==> config.mk <==
export PLATFORM = sky130hd
export DESIGN_NAME = swdeb_vc
export DESIGN_NICKNAME = d
export VERILOG_FILES = /design/src/rtl/swdeb_pkg.sv /design/src/rtl/swdeb_colring.sv /design/src/rtl/swdeb_vplanes.sv /design/src/rtl/swdeb_press.sv /design/src/rtl/swdeb_beep.sv /design/src/rtl/swdeb_vc.sv
export SDC_FILE = /design/constraint.sdc
export NUM_CORES = 1
export LEC_CHECK = 0
export BUFFER_PORTS_ARGS = -buffer_cell sky130_fd_sc_hd__clkbuf_2
export CORE_ASPECT_RATIO = 0.5
export CORE_MARGIN = 3
export CORE_UTILIZATION = 40
export DETAILED_ROUTE_END_ITERATION = 10
export PLACE_DENSITY_LB_ADDON = 0.1
export SYNTH_ARGS = -nofsm -noshare
export SYNTH_HDL_FRONTEND = slang
export SYNTH_SLANG_ARGS = --single-unit
export TNS_END_PERCENT = 50
==> constraint.sdc <==
create_clock -name clk -period 9 [get_ports clk]
set_clock_uncertainty 0.05 [all_clocks]
set_input_delay 1.35 -clock clk [delete_from_list [all_inputs] [get_ports clk]]
set_output_delay 1.35 -clock clk [all_outputs]
set_load 0.03 [all_outputs]
==> src/rtl/swdeb_pkg.sv <==
package swdeb_pkg;
  localparam int unsigned SWDEB_DEF_SW       = 8;
  localparam int unsigned SWDEB_DEF_DEB_PL   = 2;
  localparam int unsigned SWDEB_DEF_RPT_PL   = 4;
  localparam int unsigned SWDEB_DEF_BEEP_BIT = 5;

  // Rotate the low w bits of v left by one place.
  function automatic logic [31:0] ring_advance(input logic [31:0] v, input int unsigned w);
    logic [31:0] m;
    m = (w >= 32) ? '1 : ((32'd1 << w) - 32'd1);
    return ((v << 1) | (v >> (w - 1))) & m;
  endfunction
endpackage

==> src/rtl/swdeb_colring.sv <==
module swdeb_colring
  import swdeb_pkg::*;
#(
  parameter int unsigned N_SW = SWDEB_DEF_SW
) (
  input  logic            clk,
  input  logic            rst,
  input  logic            tick,
  output logic [N_SW-1:0] col_hot
);
  localparam logic [N_SW-1:0] COL_SEED = N_SW'(1);

  logic [N_SW-1:0] col_next;

  always_comb begin
    col_next = N_SW'(ring_advance(32'(col_hot), N_SW));
  end

  always_ff @(posedge clk) begin
    if (rst) begin
      col_hot <= COL_SEED;
    end else if (tick) begin
      col_hot <= col_next;
    end
  end
endmodule

==> src/rtl/swdeb_vplanes.sv <==
module swdeb_vplanes #(
  parameter int unsigned N_SW      = 8,
  parameter int unsigned DEB_PLANES = 2,
  parameter int unsigned RPT_PLANES = 4
) (
  input  logic            clk,
  input  logic            rst,
  input  logic            tick,
  input  logic [N_SW-1:0] sw,
  input  logic [N_SW-1:0] col,
  output logic [N_SW-1:0] deb_q,
  output logic [N_SW-1:0] deb_next,
  output logic [N_SW-1:0] deb_carry,
  output logic [N_SW-1:0] rpt_carry
);
  localparam int unsigned PLANES = DEB_PLANES + RPT_PLANES;

  logic [N_SW-1:0] pl_q    [PLANES];
  logic [N_SW-1:0] pl_n    [PLANES];
  logic [N_SW-1:0] pl_held [PLANES];

  // Ripple increment across bit-planes: each plane flips under the running
  // carry mask, and the mask survives only where that plane was already 1.
  always_comb begin
    logic [N_SW-1:0] run;
    run       = sw & col;
    deb_carry = '0;
    for (int k = 0; k < int'(PLANES); k++) begin
      pl_held[k] = pl_q[k] & sw;
      pl_n[k]    = pl_held[k] ^ run;
      run        = run & pl_held[k];
      if (k == int'(DEB_PLANES) - 1) begin
        deb_carry = run;
      end
    end
    rpt_carry = run;
  end

  assign deb_next = (deb_q & sw) | deb_carry;

  for (genvar g = 0; g < PLANES; g++) begin : g_plane
    always_ff @(posedge clk) begin
      if (rst) begin
        pl_q[g] <= '0;
      end else if (tick) begin
        pl_q[g] <= pl_n[g];
      end
    end
  end

  always_ff @(posedge clk) begin
    if (rst) begin
      deb_q <= '0;
    end else if (tick) begin
      deb_q <= deb_next;
    end
  end
endmodule

==> src/rtl/swdeb_press.sv <==
module swdeb_press #(
  parameter int unsigned N_SW = 8
) (
  input  logic            clk,
  input  logic            rst,
  input  logic            tick,
  input  logic [N_SW-1:0] deb_next,
  input  logic [N_SW-1:0] rpt_carry,
  input  logic [N_SW-1:0] rpt_en,
  input  logic [N_SW-1:0] flag_clr,
  output logic [N_SW-1:0] press_q,
  output logic [N_SW-1:0] flags_q,
  output logic [N_SW-1:0] new_evt,
  output logic [N_SW-1:0] rpt_fire
);
  logic [N_SW-1:0] pend_q;
  logic [N_SW-1:0] pend_t;

  // Clear wins over toggle.
  function automatic logic [N_SW-1:0] flag_update(input logic [N_SW-1:0] cur,
                                                  input logic [N_SW-1:0] tog,
                                                  input logic [N_SW-1:0] clr);
    return (cur ^ tog) & ~clr;
  endfunction

  assign rpt_fire = tick ? (rpt_carry & rpt_en) : '0;
  assign pend_t   = pend_q ^ rpt_fire;
  assign new_evt  = tick ? (deb_next & ~pend_t) : '0;

  always_ff @(posedge clk) begin
    if (rst) begin
      pend_q  <= '0;
      press_q <= '0;
      flags_q <= '0;
    end else begin
      if (tick) begin
        pend_q  <= deb_next;
        press_q <= new_evt;
      end
      flags_q <= flag_update(flags_q, new_evt, flag_clr);
    end
  end
endmodule

==> src/rtl/swdeb_beep.sv <==
module swdeb_beep #(
  parameter int unsigned BEEP_BIT = 5
) (
  input  logic              clk,
  input  logic              rst,
  input  logic              tick,
  input  logic              trig,
  output logic              spk,
  output logic [BEEP_BIT:0] beep_cnt
);
  localparam int unsigned BW = BEEP_BIT + 1;
  localparam logic [BW-1:0] LOAD_BIT = BW'(1) << BEEP_BIT;

  logic [BW-1:0] loaded;
  logic          active;

  function automatic logic [BW-1:0] beep_load(input logic [BW-1:0] cnt, input logic t);
    return t ? (cnt | LOAD_BIT) : cnt;
  endfunction

  assign loaded = beep_load(beep_cnt, trig);
  assign active = (loaded != '0);

  always_ff @(posedge clk) begin
    if (rst) begin
      beep_cnt <= '0;
      spk      <= 1'b0;
    end else if (tick) begin
      if (active) begin
        spk      <= ~spk;
        beep_cnt <= loaded - BW'(1);
      end else begin
        beep_cnt <= loaded;
      end
    end
  end
endmodule

==> src/rtl/swdeb_vc.sv <==
module swdeb_vc
  import swdeb_pkg::*;
#(
  parameter int unsigned N_SW       = SWDEB_DEF_SW,
  parameter int unsigned DEB_PLANES = SWDEB_DEF_DEB_PL,
  parameter int unsigned RPT_PLANES = SWDEB_DEF_RPT_PL,
  parameter int unsigned BEEP_BIT   = SWDEB_DEF_BEEP_BIT
) (
  input  logic            clk,
  input  logic            rst,
  input  logic            tick,
  input  logic [N_SW-1:0] sw_raw,
  input  logic [N_SW-1:0] rpt_en,
  input  logic [N_SW-1:0] flag_clr,
  output logic [N_SW-1:0] deb_level,
  output logic [N_SW-1:0] press_evt,
  output logic [N_SW-1:0] flags,
  output logic            spk
);
  logic [N_SW-1:0]   col_hot;
  logic [N_SW-1:0]   deb_next;
  logic [N_SW-1:0]   deb_carry;
  logic [N_SW-1:0]   rpt_carry;
  logic [N_SW-1:0]   new_evt;
  logic [N_SW-1:0]   rpt_fire;
  logic              any_new;
  logic [BEEP_BIT:0] beep_cnt;

  swdeb_colring #(.N_SW(N_SW)) u_ring (
    .clk(clk), .rst(rst), .tick(tick), .col_hot(col_hot)
  );

  swdeb_vplanes #(.N_SW(N_SW), .DEB_PLANES(DEB_PLANES), .RPT_PLANES(RPT_PLANES)) u_planes (
    .clk(clk), .rst(rst), .tick(tick), .sw(sw_raw), .col(col_hot),
    .deb_q(deb_level), .deb_next(deb_next), .deb_carry(deb_carry), .rpt_carry(rpt_carry)
  );

  swdeb_press #(.N_SW(N_SW)) u_press (
    .clk(clk), .rst(rst), .tick(tick), .deb_next(deb_next), .rpt_carry(rpt_carry),
    .rpt_en(rpt_en), .flag_clr(flag_clr), .press_q(press_evt), .flags_q(flags),
    .new_evt(new_evt), .rpt_fire(rpt_fire)
  );

  assign any_new = |new_evt;

  swdeb_beep #(.BEEP_BIT(BEEP_BIT)) u_beep (
    .clk(clk), .rst(rst), .tick(tick), .trig(any_new), .spk(spk), .beep_cnt(beep_cnt)
  );
endmodule

### After elaboration in Yosys (flattened, before gate mapping)

Memories as Yosys holds them, arrays and structs flattened.
Index checks and enable logic that the tools add are counted.

| operators by class | value |
|---|---|
| add/subtract/negate cells | 1 |
| mux-type cells | 15 |
| bitwise gates (word level) | 36 |
| reduce and logical (&&, ||, !) cells | 3 |

Operators by type and width:

| kind | number |
|---|---|
| $and A8 B8 Y8 | 17 |
| $mux W8 | 8 |
| $xor A8 B8 Y8 | 8 |
| $not A8 Y8 | 2 |
| $mux W6 | 2 |
| $or A8 B1 Y8 | 1 |
| $or A8 B8 Y8 | 1 |
| $reduce_or A8 Y1 | 1 |
| $or A1 B1 Y1 | 6 |
| $reduce_bool A6 Y1 | 1 |
| $sub A6 B1 Y6 const B | 1 |
| $mux W1 | 5 |
| $reduce_and A2 Y1 | 1 |
| $not A1 Y1 | 1 |

| word-level totals | value |
|---|---|
| bits in registers | 39 |
| RAM bits | 48 |
| input port bits | 27 |
| output and inout port bits | 25 |
| word-level logic and storage cells | 62 |
| memories | 1 |

Memories:

| name | words | width | rd ports | clocked after Yosys merged registers in | write ports | RTL line | RTL |
|---|---|---|---|---|---|---|---|
| u_planes.pl_q | 6 | 8 | 6 | 0 | 6 | swdeb_vplanes.sv:18 | `logic [N_SW-1:0] pl_q [PLANES];` |

### Longest topological paths before layout

Gate-level depths: netlist (run 1).

| depth | value |
|---|---|
| depth after elaboration | 17 |
| mapped depth | 13 |
| depth with buffers taken out | 13 |

### Hierarchy

Synthesis (run 1) repeated with hierarchy kept, for this count alone.

| unflattened totals | value |
|---|---|
| cells, all modules | 466 |
| area total of the unflattened synthesis | 5,039.8 um^2 |

Modules (own cells, without submodules):

| module | times used | cells an instance | area each (um^2) | seq. area each (um^2) |
|---|---|---|---|---|
| swdeb_vplanes | 1 | 256 | 3,158.0 | 1,601.5 |
| swdeb_press | 1 | 142 | 1,211.2 | 480.5 |
| swdeb_beep | 1 | 39 | 364.1 | 140.1 |
| swdeb_colring | 1 | 26 | 290.3 | 160.2 |
| swdeb_vc | 1 | 3 | 16.3 | 0.0 |

### Worst setup path after synthesis (run 1)

No wires, ideal clock.

| timing path | value |
|---|---|
| path kind | input to register |
| start | in sw_raw[7] |
| end | reg u_beep.beep_cnt[0] |
| setup time | 121 ps |
| data arrival time | 3,960 ps |
| data required time | 8,829 ps |
| setup slack | 4,869 ps |
| stages | 13 |
| path buffers | 0 |
| cell sequence | and2_1 ha_1 ha_1 ha_1 ha_1 ha_1 ha_1 nand4_1 o211ai_1 o41ai_2 nand4_2 o21a_1 mux2_4 |

| between the ends | value |
|---|---|
| cells in the longest elaborated chain, start to end | 17 |
| elaborated cells between the ends (all ways) | 25 |
| those cells by class | 4 x mux; 19 x bitwise; 2 x reduce/logical |

Ends and longest elaborated chain:

| element | RTL line | RTL |
|---|---|---|
| start: declaration | swdeb_vc.sv:12 | `input logic [N_SW-1:0] sw_raw,` |
| $and A8 B8 Y8 (on tied branches) | swdeb_vplanes.sv:26, swdeb_vplanes.sv:29 |  |
| $and A8 B8 Y8 (6 in a row) | swdeb_vplanes.sv:31 | `run = run & pl_held[k];` |
| $and A8 B8 Y8 | swdeb_press.sv:26 | `assign rpt_fire = tick ? (rpt_carry & rpt_en) : '0;` |
| $mux W8 | swdeb_press.sv:26 |  |
| $xor A8 B8 Y8 | swdeb_press.sv:27 | `assign pend_t = pend_q ^ rpt_fire;` |
| $not A8 Y8 | swdeb_press.sv:28 | `assign new_evt = tick ? (deb_next & ~pend_t) : '0;` |
| $and A8 B8 Y8 * | swdeb_press.sv:28 |  |
| $mux W8 * | swdeb_press.sv:28 |  |
| $reduce_or A8 Y1 * | swdeb_vc.sv:44 | `assign any_new = \|new_evt;` |
| $mux W6 * | swdeb_beep.sv:18 | `return t ? (cnt \| LOAD_BIT) : cnt;` |
| $reduce_bool A6 Y1 * | swdeb_beep.sv:22 | `assign active = (loaded != '0);` |
| $mux W6 * | swdeb_beep.sv:29 | `if (active) begin` |
| end signal: assignment | swdeb_beep.sv:31 | `beep_cnt <= loaded - BW'(1);` |
| end signal: assignment | swdeb_beep.sv:33 | `beep_cnt <= loaded;` |
| end: declaration | swdeb_beep.sv:9 | `output logic [BEEP_BIT:0] beep_cnt` |

Mark *: on every way between the ends. The rest lies on a longest branch, timed or not.
A chain may end at the register's enable or synchronous reset.

### Final worst setup path (run 1)

Ends and elaborated chain as after synthesis.

==> results of run 1 <==
state kept, by name, summed over array words and instances, names as in the netlist:
| register | cells |
|---|---|
| u_press.press_q | 8 |
| u_beep.beep_cnt | 6 |
| u_planes.deb_q | 8 |
| u_beep.spk | 1 |
| u_press.flags_q | 8 |
| u_ring.col_hot | 8 |
| u_planes.pl_q | 48 |
cell usage after synthesis:
| cell | n |
|---|---|
| nand2b_1 | 5 |
| nand4_2 | 1 |
| edfxtp_1 | 48 |
| nor2_1 | 18 |
| nand3_1 | 1 |
| o21a_1 | 1 |
| a211o_1 | 1 |
| o211ai_1 | 4 |
| o211a_1 | 1 |
| ha_1 | 50 |
| o21ai_0 | 13 |
| nor4_1 | 2 |
| a41o_1 | 1 |
| inv_1 | 6 |
| a211oi_1 | 1 |
| o32ai_1 | 1 |
| nand2_1 | 30 |
| o211ai_2 | 1 |
| nor3_1 | 9 |
| a22o_1 | 1 |
| xor2_1 | 8 |
| and2_1 | 109 |
| o31ai_1 | 2 |
| clkbuf_1 | 15 |
| nor2b_1 | 1 |
| mux2_4 | 2 |
| a32oi_2 | 1 |
| dfxtp_1 | 39 |
| and3_1 | 2 |
| mux2_1 | 1 |
| a21oi_1 | 21 |
| nand4_1 | 10 |
| o41ai_2 | 1 |
| mux2i_1 | 8 |
worst max path at each step:
stage / end / slack [ps] / cells past startpoint
after floorplan: u_beep.beep_cnt[0]$_SDFFE_PP0P_ / 4870 / 13
after global placement: u_beep.beep_cnt[0]$_SDFFE_PP0P_ / 4290 / 14
after detailed placement: u_beep.beep_cnt[0]$_SDFFE_PP0P_ / 4300 / 14
after CTS: u_beep.beep_cnt[0]$_SDFFE_PP0P_ / 4630 / 14
after global routing: u_beep.spk$_SDFFE_PP0P_ / 4410 / 14
final: u_beep.beep_cnt[0]$_SDFFE_PP0P_ / 4630 / 14
cell families after synthesis:
group,count (synthesis)
DFF,87
and+or+nand+nor,188
adders and majority gates,50
AOI/OAI and AO/OA,50
xor gates and xnor gates,8
muxes,11
buffers and inverters,21
power by group through the flow:
stage | combinational [mW] | clock, mW | sequential (mW)
after global placement | 0.134 | 0 | 0.470
after floorplan | 0.0955 | 0 | 0.470
after CTS | 0.134 | 0.383 | 0.462
final | 0.133 | 0.370 | 0.462
after detailed placement | 0.133 | 0 | 0.470
after global routing | 0.155 | 0.400 | 0.465
layout make-up:
class,count,area share
sequential,87,0.429
multi-input combinational,307,0.424
timing repair buffer,54,0.0536
clock buffer,12,0.0475
tap,140,0.0338
clock inverter,4,0.00869
inverter,6,0.00434
worst min-delay path, stage by stage (launching register included):
cell and delay (ps):
dfxtp_1 310, nand2_1 60, a21oi_1 50
per-layer routing:
metal / up-vias / share of wire
li1: 1561 / -
met4: 0 / 0.0086
met3: 8 / 0.044
met5: - / 0
met1: 1395 / 0.54
met2: 43 / 0.40
==> reports/results.tsv, run 1 <==
metric	value	unit
drive_above_1_share	0.160	
busiest_layer	met2	
cts_tree	done	
yosysSeqAreaShare	0.495	
clock_latency	330	ps
yosys.area.top_type	edfxtp_1	
crit_chain	clkbuf_2 -> and2_1 -> ha_1 -> ha_1 -> ha_1 -> ha_1 -> ha_1 -> ha_1 -> nand4_1 -> o211ai_1 -> o41ai_2 -> nand4_2 -> o21a_1 -> mux2_4	
hold_end	u_press.press_q[0]$_SDFFE_PP0P_	
reg2reg_slack	5480	ps
hold_viol	0	
rsz0062_at_grt	false	
finalWorstSetupSlack	4630	ps
critPathLaunchType	primary input	
placed_area	4890	µm²
first_pass_iters	4	
drtIter0Drc	171	
status	complete, no violations	
use_met1	0.209	
yosys_warnings	0	
arrival	4540	ps
grt_max_degree	51	
ctsResizeCount	0	
fin_crit_sh	0.485	
setup.worst_path.start	sw_raw[7]	
ff_latch_area	2220	µm²
final_design_area_no_fill	5180	µm²
fin_nets	542	
clock_power_share	0.384	
slew_headroom	0.371	
syn_inst	415	
core	10600	µm²
cts_sinks	87	
ys_ff_latch	87	
synth-adder-area-share	0.139	
power.total	965	µW
p_switching	243	µW
finalCoreUtilization	0.490	
holdCritStartpoint	u_press.press_q[0]$_SDFFE_PP0P_	
place_worst_setup_slack	4300	ps
wl_per_cell	14.2	µm
critPathKind	primary input to flop	
worstHoldPathType	flop to flop	
pwr-share-seq	0.478	
pin_count	52	
grt_use_total	0.149	
antenna_left	0	
synth_top_area_frac	0.321	
reg2reg_to	u_beep.beep_cnt[0]$_SDFFE_PP0P_	
path_clk_slew	60	ps
area_delta_synth_final	15.5	%
drv_slew	0	
cp-end-kind	flop	
cp_top_family	adder cells	
syn_nets	492	
hold_ws	413	ps
synth_cell_types	34	
syn_area	4490	µm²
r2r_cells	13	
grt_use_met2	0.222	
power_density	186	nW/µm²
drc_errors	0	
insertedDiodeCount	0	
first_global_vias	2914	
fin_cells	610	
post_cts_buffers	0	
dieHeight	80.9	µm
htreeDepth	3	
timing.setup.tns	0	ps
maxCapViolCount	0	
clockRootBuffer	clkbuf_16	
holdBufCountCts	0	
finalWeightedCongestion	0.752	
use_met3	0.0484	
vias	3007	
ir_worst_vdd	0.0941	mV
initial_core_util	0.425	
required	9180	ps
synth_compound_area_frac	0.0716	
die_area	12600	µm²
timing.fmax	229	MHz
r2r_start	u_planes.pl_q[0][7]$_SDFFCE_PN0P_	
layout_common_cells	and2_1, clkbuf_2, ha_1	
cp_common_cell	ha_1	
worst_pin_slew	941	ps
hold_depth	2	
cp_max_fo	9	
dp.cells	594	
cts_buffers	9	
rows	26	
dpl.hpwl	5.53	mm
final_common_cell	and2_1	
power.internal	722	µW
multi_input_area	2200	µm²
antenna_found_initial	0	
grt_pass1_wl	14.6	mm
die_w	156	µm
avgSynthCellArea	10.8	µm²
numPortBuffers	51	
synth_area_leaders	edfxtp_1, dfxtp_1, and2_1	
crit_slowest_cell	o41ai_2	
grt_overflow	0	
setup_viol	0	
synth_top_family_by_area	simple AND/OR/NAND/NOR gates	
timing.critical_path.buf_inv	1	
routed_wl	8.64	mm
combPwrFrac	0.138	
switching_share	0.252	
fin_crit	4370	ps
synthMuxAreaShare	0.0270	
max_stage_delay	460	ps
synthXorXnorAreaFrac	0.0156	
avgViaCountPerCell	4.93	
fill_cells	988	
p_leak	2.40	nW
synth-simple-area-share	0.234	
clk_path_buf_depth	2	
Note: power is estimated with default switching activity, not from simulation.
==> run 2, diff against run 1 <==
--- a/config.mk
+++ b/config.mk
@@ -5,6 +5,7 @@
 export SDC_FILE = /design/constraint.sdc
 export NUM_CORES = 1
 export LEC_CHECK = 0
+export ABC_AREA = 1
 export BUFFER_PORTS_ARGS = -buffer_cell sky130_fd_sc_hd__clkbuf_2
 export CORE_ASPECT_RATIO = 0.5
 export CORE_MARGIN = 3
==> constraint.sdc (replaced) <==
create_clock -name clk -period 4.3 [get_ports clk]
set_clock_uncertainty 0.05 [all_clocks]
set_input_delay 0.645 -clock clk [delete_from_list [all_inputs] [get_ports clk]]
set_output_delay 0.645 -clock clk [all_outputs]
set_load 0.03 [all_outputs]
==> run 2 against run 1 <==
  * Utilization fell by 1.6 points
  * Synthesized cell count is 36% higher
  * Global-route usage shrank 0.91 points
  * First-iteration DRC count is 23% higher
  * Non-clock buffer count is 1 higher
  * Sequential share of layout area is 1.1 points lower
  * Cell count is 27% higher
  * Via count increased by 12%
  * Area after synthesis rose by 4.8%
  * Hold slack worse by 8.6 ps
  * Die area grew 4.5%
  * Critical path type unchanged
  * Largest power group unchanged
==> reports/results.tsv, run 2 <==
metric	value	unit	change
drtIter0Drc	210		+23%
antenna_left	0		unchanged
fin_crit_sh	0.695		
max_stage_delay	350	ps	-110 ps
synthFlopType	edfxtp_1		
cp_common_cell	ha_1		
fin_nets	687		+27%
top_register	u_planes.pl_q		
timing.setup.tns	0	ps	unchanged
dpl.hpwl	6.12	mm	+11%
syn_inst	564		+36%
pin_count	52		unchanged
largest_register_ffs	48		unchanged
critPathKind	primary input to flop		
timing.critical_path.buf_inv	2		+1
yosysMostFrequentCell	inv_1		
slew_headroom	0.324		-0.0468
final_common_cell	inv_1		
path_clk_slew	60	ps	about the same
die_area	13200	µm²	+4.5%
layout_common_cells	inv_1, nand2_1, nor2_1		
ys_ff_latch	87		unchanged
ir_worst_vdd	0.198	mV	+110%
grt_pass1_wl	14.5	mm	-0.24%
clock_latency	340	ps	about the same
cp-end-kind	flop		
async_flop_share	0		unchanged
clockRootBuffer	clkbuf_16		
syn_nets	641		+30%
ff_latch_area	2220	µm²	unchanged
p_leak	2.80	nW	+17%
crit_slowest_cell	nor2_1		
required	4470	ps	-4710 ps
antenna_found_initial	0		unchanged
crit_chain	clkbuf_2 -> nand2_1 -> inv_1 -> ha_1 -> ha_1 -> ha_1 -> ha_1 -> ha_1 -> ha_1 -> nand2_1 -> xor2_1 -> nor2_1 -> nor2_1 -> nand4_4 -> nand2_2 -> nand2_1 -> a21oi_1		
syn_area	4700	µm²	+4.8%
vias	3359		+12%
setup_viol	0		unchanged
grt_overflow	0		unchanged
yosys_warnings	0		unchanged
hold_depth	2		unchanged
rows	27		+3.8%
wl_per_cell	11.3	µm	-20%
dieHeight	82.7	µm	+2.2%
first_pass_iters	4		unchanged
critPathLaunchType	primary input		
cts_tree	done		
yosys-top-cells-count	inv_1, nand2_1, nor2_1, ha_1, edfxtp_1		
drv_slew	0		unchanged
worstHoldPathType	flop to flop		
power.total	2.05	mW	+110%
cp_max_fo	9		unchanged
insertedDiodeCount	0		unchanged
fill_cells	1128		+14%
cts_sinks	87		unchanged
synth_area_leaders	edfxtp_1, dfxtp_1, ha_1		
ctsResizeCount	0		unchanged
numPortBuffers	51		unchanged
synth_edf_count	48		unchanged
timing.fmax	334	MHz	
maxCapViolCount	0		unchanged
reg2reg_to	u_beep.beep_cnt[3]$_SDFFE_PP0P_		
clk_path_buf_depth	2		unchanged
hold_end	u_press.press_q[2]$_SDFFE_PP0P_		
grt_use_total	0.140		-0.00905
yosysSeqAreaShare	0.472		-0.0226
holdBufCountCts	0		unchanged
grt_max_degree	59		+16%
htreeDepth	3		unchanged
rsz0062_at_grt	false		
finalWeightedCongestion	0.781		+3.9%
arrival	3160	ps	-1380 ps
worst_pin_slew	1010	ps	+70.9 ps
r2r_cells	16		+3
r2r_start	u_planes.pl_q[0][6]$_SDFFCE_PN0P_		
routed_wl	8.76	mm	+1.4%
avgSynthCellArea	8.34	µm²	-23%
core	11200	µm²	+6.1%
drc_errors	0		unchanged
initial_core_util	0.419		-0.00516
cts_buffers	9		unchanged
cp_top_family	adder cells		
die_w	159	µm	+2.3%
area_delta_synth_final	13.2	%	
synth_top_area_frac	0.306		-0.0147
holdCritStartpoint	u_press.press_q[2]$_SDFFE_PP0P_		
first_global_vias	3061		+5.0%
multi_input_area	1810	µm²	-18%
power_density	384	nW/µm²	+110%
status	complete, no violations		
avgViaCountPerCell	4.34		-12%
synth_cell_types	24		-29%
yosys.area.top_type	edfxtp_1		
fin_crit	2990	ps	
hold_viol	0		unchanged
drive_above_1_share	0.135		-0.0246
reg2reg_slack	1450	ps	-4030 ps
post_cts_buffers	0		unchanged
==> run 2: logic make-up after synthesis <==
group	count (synthesis)	synth area share
AOI/OAI and AO/OA	45	0.0548
xor gates and xnor gates	6	0.0112
DFF	87	0.472
buffers and inverters	162	0.143
and+or+nand+nor	214	0.186
adders and majority gates	50	0.133
==> run 2: where the power goes <==
part	switching [mW]	total (mW)	leakage, nW	internal [mW]
Clock	0.323	0.726	0.130	0.403
Combinational	0.215	0.353	1.82	0.137
Sequential	0.0319	0.966	0.849	0.934
Total	0.570	2.05	2.80	1.47
==> run 2: worst max path at each step <==
stage                                            endpoint  slack, ps  cells after the start       from
after detailed placement  u_beep.beep_cnt[3]$_SDFFE_PP0P_        940                     17  sw_raw[6]
final                     u_beep.beep_cnt[3]$_SDFFE_PP0P_       1310                     17  sw_raw[6]
after global routing      u_beep.beep_cnt[0]$_SDFFE_PP0P_       1040                     17  sw_raw[6]
after floorplan           u_beep.beep_cnt[5]$_SDFFE_PP0P_       1310                     17  sw_raw[6]
after global placement    u_beep.beep_cnt[3]$_SDFFE_PP0P_        950                     17  sw_raw[6]
after CTS                 u_beep.beep_cnt[3]$_SDFFE_PP0P_       1300                     17  sw_raw[6]
==> run 2: area by class of cell <==
type | count | area share
multi-input cells | 315 | 0.340
repair buffers | 55 | 0.0536
clock buffers | 10 | 0.0449
well taps | 159 | 0.0374
clock inverters | 6 | 0.00682
flip-flops and latches | 87 | 0.417
inverters | 142 | 0.100
==> run 2: through the flow <==
step	instance area (µm²)	cells	hold WS (ps)	setup WS, ps	utilization
final	5320	774	405	1310	0.475
after global routing	5320	774	409	1040	0.475
after CTS	5320	774	398	1300	0.475
after detailed placement	5050	758	396	941	0.450
after global placement	5050	758	388	945	0.450
after floorplan	4700	564	376	1310	-
==> run 2: metal layers <==
layer	wire length, µm	share of wire	global-route usage	vias to the layer above
met2	3720	0.42	0.225	38
met1	4570	0.52	0.185	1491
met4	116	0.013	0.0498	0
met3	355	0.041	0.0374	10
li1	-	-	-	1820
met5	0	0	0	-
==> run 2: worst min-delay path: stages (launching register included) <==
cell and delay [ps]:
dfxtp_1 330, nand2_1 50, o21ai_0 50
